===== config.mk =====
export PLATFORM = sky130hd
export DESIGN_NAME = coex_arbiter
export DESIGN_NICKNAME = d
export VERILOG_FILES = /design/src/rtl/coex_arbiter.sv
export SDC_FILE = /design/constraint.sdc
export NUM_CORES = 1
export LEC_CHECK = 0
export ABC_AREA = 1
export BUFFER_PORTS_ARGS = -buffer_cell sky130_fd_sc_hd__clkbuf_2
export CELL_PAD_IN_SITES_DETAIL_PLACEMENT = 1
export CELL_PAD_IN_SITES_GLOBAL_PLACEMENT = 2
export CORE_AREA = 5 5 42 44
export CTS_CLUSTER_DIAMETER = 200
export DETAILED_ROUTE_END_ITERATION = 10
export DIE_AREA = 0 0 47 49
export PLACE_DENSITY_LB_ADDON = 0.1
export SYNTH_ARGS = -nofsm -noshare
export SYNTH_HDL_FRONTEND = slang
export SYNTH_SLANG_ARGS = --single-unit

===== constraint.sdc =====
create_clock -name clk -period 0.9 [get_ports clk]
set_input_delay 0.18 -clock clk [delete_from_list [all_inputs] [get_ports clk]]
set_output_delay 0.18 -clock clk [all_outputs]
set_load 0.02 [all_outputs]

===== src/rtl/coex_arbiter.sv =====
module coex_arbiter #(
  parameter int SYNC_STAGES = 2
) (
  input  logic clk,
  input  logic rst_n,
  input  logic cfg_enable,
  input  logic cfg_three_wire,
  input  logic cfg_ant_bypass,
  input  logic cfg_ant_sel,
  input  logic wl_busy,
  input  logic wl_protect,
  input  logic bt_req_in,
  input  logic bt_pri_in,
  output logic wl_act_out,
  output logic ant_sw_out
);

  localparam int TOP = SYNC_STAGES - 1;

  logic [TOP:0] req_sync, pri_sync;
  logic req_seen, slot_held, slot_deny;

  wire req_now  = req_sync[TOP];
  wire pri_now  = pri_sync[TOP];
  wire req_rise = req_now & ~req_seen;
  wire decide   = (cfg_three_wire & pri_now) ? wl_protect : wl_busy;

  generate
    if (SYNC_STAGES == 1) begin : g_one
      always_ff @(posedge clk or negedge rst_n)
        if (!rst_n) begin
          req_sync <= '0;
          pri_sync <= '0;
        end else begin
          req_sync <= bt_req_in;
          pri_sync <= bt_pri_in;
        end
    end else begin : g_chain
      always_ff @(posedge clk or negedge rst_n)
        if (!rst_n) begin
          req_sync <= '0;
          pri_sync <= '0;
        end else begin
          req_sync <= {req_sync[TOP-1:0], bt_req_in};
          pri_sync <= {pri_sync[TOP-1:0], bt_pri_in};
        end
    end
  endgenerate

  always_ff @(posedge clk or negedge rst_n)
    if (!rst_n) begin
      req_seen  <= 1'b0;
      slot_held <= 1'b0;
      slot_deny <= 1'b0;
    end else begin
      req_seen <= req_now;
      if (req_rise) begin
        slot_held <= 1'b1;
        slot_deny <= decide;
      end else if (!req_now) begin
        slot_held <= 1'b0;
        slot_deny <= 1'b0;
      end
    end

  assign wl_act_out = cfg_enable & (slot_held ? slot_deny : wl_busy);
  assign ant_sw_out = cfg_ant_bypass ? cfg_ant_sel
                                     : (cfg_enable & slot_held & ~slot_deny);

  a_r2_latch_on_rise: assert property (@(posedge clk) disable iff (!rst_n)
    req_rise |=> slot_held);

  a_r3_two_wire_busy: assert property (@(posedge clk) disable iff (!rst_n)
    (req_rise && !cfg_three_wire) |=> (slot_deny == $past(wl_busy)));

  a_r5_high_pri_protect: assert property (@(posedge clk) disable iff (!rst_n)
    (req_rise && cfg_three_wire && pri_now) |=> (slot_deny == $past(wl_protect)));

  a_r6_decision_frozen: assert property (@(posedge clk) disable iff (!rst_n)
    (slot_held && $past(slot_held)) |-> $stable(slot_deny));

  a_r7_release: assert property (@(posedge clk) disable iff (!rst_n)
    !req_now |=> !slot_held);

  a_r8_disabled_quiet: assert property (@(posedge clk) disable iff (!rst_n)
    !cfg_enable |-> !wl_act_out);

endmodule


==> impl_results.md <==
* Status: complete, but fails checks
* Failing checks: setup timing
* Nets at 54
* Seq/Total Area, Yosys at 0.700
* Crit path time final at 1.25 ns
* CTS clock-pin slew for the worst setup and hold paths at 0.05 ns
* CTS Buf Count at 3
* Number of port buffers at 11
* Yosys reg bits at 7
* Layout Skew at 0.00129 ns
* Final ANT Viol Nets at 0
* Worst-Skew Late Latency at 0.24 ns
* Antenna violations before repair at 0
* Initial DRC Count at 3
* Clk buf depth at 2
* WS Path Type: reg2out
* Pins Over Slew Limit at 0
* Post-route cell area at 407 um2
* Final period utilization at 1.38
* Slew Limit Headroom at 0.876
* Syn-to-layout area delta at 62.5%
* Post-synth top area cell: dfrtp_1
* Commonest cells in the synthesized netlist: dfrtp_1, nand2_1, inv_1, nand3_1, nor2_1
* Actual slew at the worst max-slew pin at 0.185 ns
* Share of Yosys cell area claimed by the top area cell type at 0.700
* Worst Setup End Kind: primary output
* Ys flop type: dfrtp_1
* Max Clk Rate at 802 MHz
* I/O Pins at 12
* Sink Count at 7
* Remaining DRCs at 0
* Core Region at 1400 um2
* Share of cells above drive strength 1 at 0.465
* Max Cap Viol at 0
* Asr flop ratio synth at 1.00
* Worst path arrival time at 1.07 ns
* Final hold vios at 0
* CTS tree: done
* M1 GR Usage at 0.0538
* FP Rows at 14
* Vias per cell at 4.00
* Pre-antenna DRT Iters at 4
* Worst-path fanout max at 2
* Starting Density at 0.179
* Post-Syn Nets at 34
* Die Height at 49 um
* Routed wire length per instance at 10.0 um
* Critical Path Start Type: flip-flop
* RePlAce Congestion at 0.671
* EDFF count, synth at 0
* Mapped Area at 250 um2
* Synth Area per Inst at 10.4 um2
* VDD IR max at 0.657 mV
* Leakage power at 0.214 nW
* Grt met3 use at 0.0111
* Met2 Use GR at 0.0882
* Dominant cells by area after synthesis: dfrtp_1, nand2_1, nand3_1
* Power Dens Cells at 1770 nW/um2
* Die X at 47 um
* Library cells used by synthesis at 9
* GRT Util Overall at 0.0532
* Setup crit start: slot_deny
* Post-DP Area at 335 um2
* Top Usage Layer GRT: met2
* HP Start: bt_pri_in
* Cells after synthesis at 24
* Drt total wl at 591 um
* Unrepaired setup endpoints after global routing: true
* Gr ovfl total at 0
* Final Core Density at 0.290
* Worst Hold Class: in2reg
* Worst EP required at 0.72 ns
* Detailed-route via count at 236
* Critical R2R Launch: slot_held
* Setup violations, final at 2
* Total power at 0.719 mW
* Full die area at 2300 um2
* Largest net degree at the start of global routing at 8
* Vias in the first global route at 269
* Setup WS post-layout at -0.346 ns
* Synth warnings at 0
* Root Driver: clkbuf_4
* CTS H-tree lvls at 1
* First-pass GRT wire length at 890 um
* Ant diodes at 0
==> critical path: stages (launching register included) <==
cell      delay [ns]
dfrtp_1         0.40
nor2_4          0.13
nand3b_1        0.08
nand2_1         0.07
clkbuf_8        0.14
==> cell usage in the layout, fill, tap and decap left out, drive strengths merged <==
master	netlist	layout
clkbuf	0	14
nor2	3	3
nand3b	1	1
buf	0	4
dlygate4sd3	0	1
o21ai	1	1
a21oi	1	1
dfrtp	7	7
nand2	7	7
inv	2	2
nand3	2	2
==> flip-flops by register name, indices dropped and copies added (netlist names) <==
signal     count
pri_sync       2
req_seen       1
req_sync       2
slot_deny      1
slot_held      1
==> power breakdown <==
| group | total, mW | switching (mW) | internal, mW |
|---|---|---|---|
| Combinational | 0.0980 | 0.0450 | 0.0529 |
| Sequential | 0.343 | 0.0108 | 0.333 |
| Clock | 0.278 | 0.109 | 0.169 |
| Total | 0.719 | 0.165 | 0.554 |
==> metal layers <==
metal  routed length [um]  up-vias
met5                    0        -
met4                    0        0
met3                   61        0
met2                  299       10
met1                  230      113
li1                     -      113
==> final timing paths <==
check,end,cells past startpoint,slack [ns]
max in group asynchronous,slot_held,2,0.43
max reg2reg,slot_held,4,0.06
min reg2reg,req_sync[1],0,0.35
min,pri_sync[0],1,0.04
min in group asynchronous,req_sync[1],2,0.30
max,ant_sw_out,4,-0.35
==> layout make-up <==
type | count | area, um2
inverter | 2 | 7.51
multi-input combinational | 15 | 75.1
fill | 170 | 995
timing repair buffer | 15 | 103
tap | 16 | 20.0
clock buffer | 4 | 26.3
sequential | 7 | 175
==> cells by family after synthesis <==
| logic type | count (synthesis) | synth area share |
|---|---|---|
| and+or+nand+nor | 13 | 0.230 |
| DFF | 7 | 0.700 |
| AOI/OAI and AO/OA | 2 | 0.0400 |
| buffers and inverters | 2 | 0.0300 |
==> stage by stage <==
stage                     hold slack, ns  setup TNS (ns)  std cells  worst slack [ns]
after floorplan                   -0.116        -0.00736         24          -0.00736
after global placement            0.0207          -0.115         52           -0.0902
after detailed placement          0.0302          -0.180         52            -0.123
after CTS                         0.0304          -0.708         58            -0.365
after global routing              0.0302          -0.730         59            -0.401
final                             0.0394          -0.614         59            -0.346
==> timing repair <==
action                                 CTS  global route
hold buffers                             1             0
setup endpoints to repair                2             2
endpoints found under the hold margin    7             0
resized for setup                        4             4
pin swaps                                3             4
setup buffers                            1             1
(Power assumes the default switching activity.)
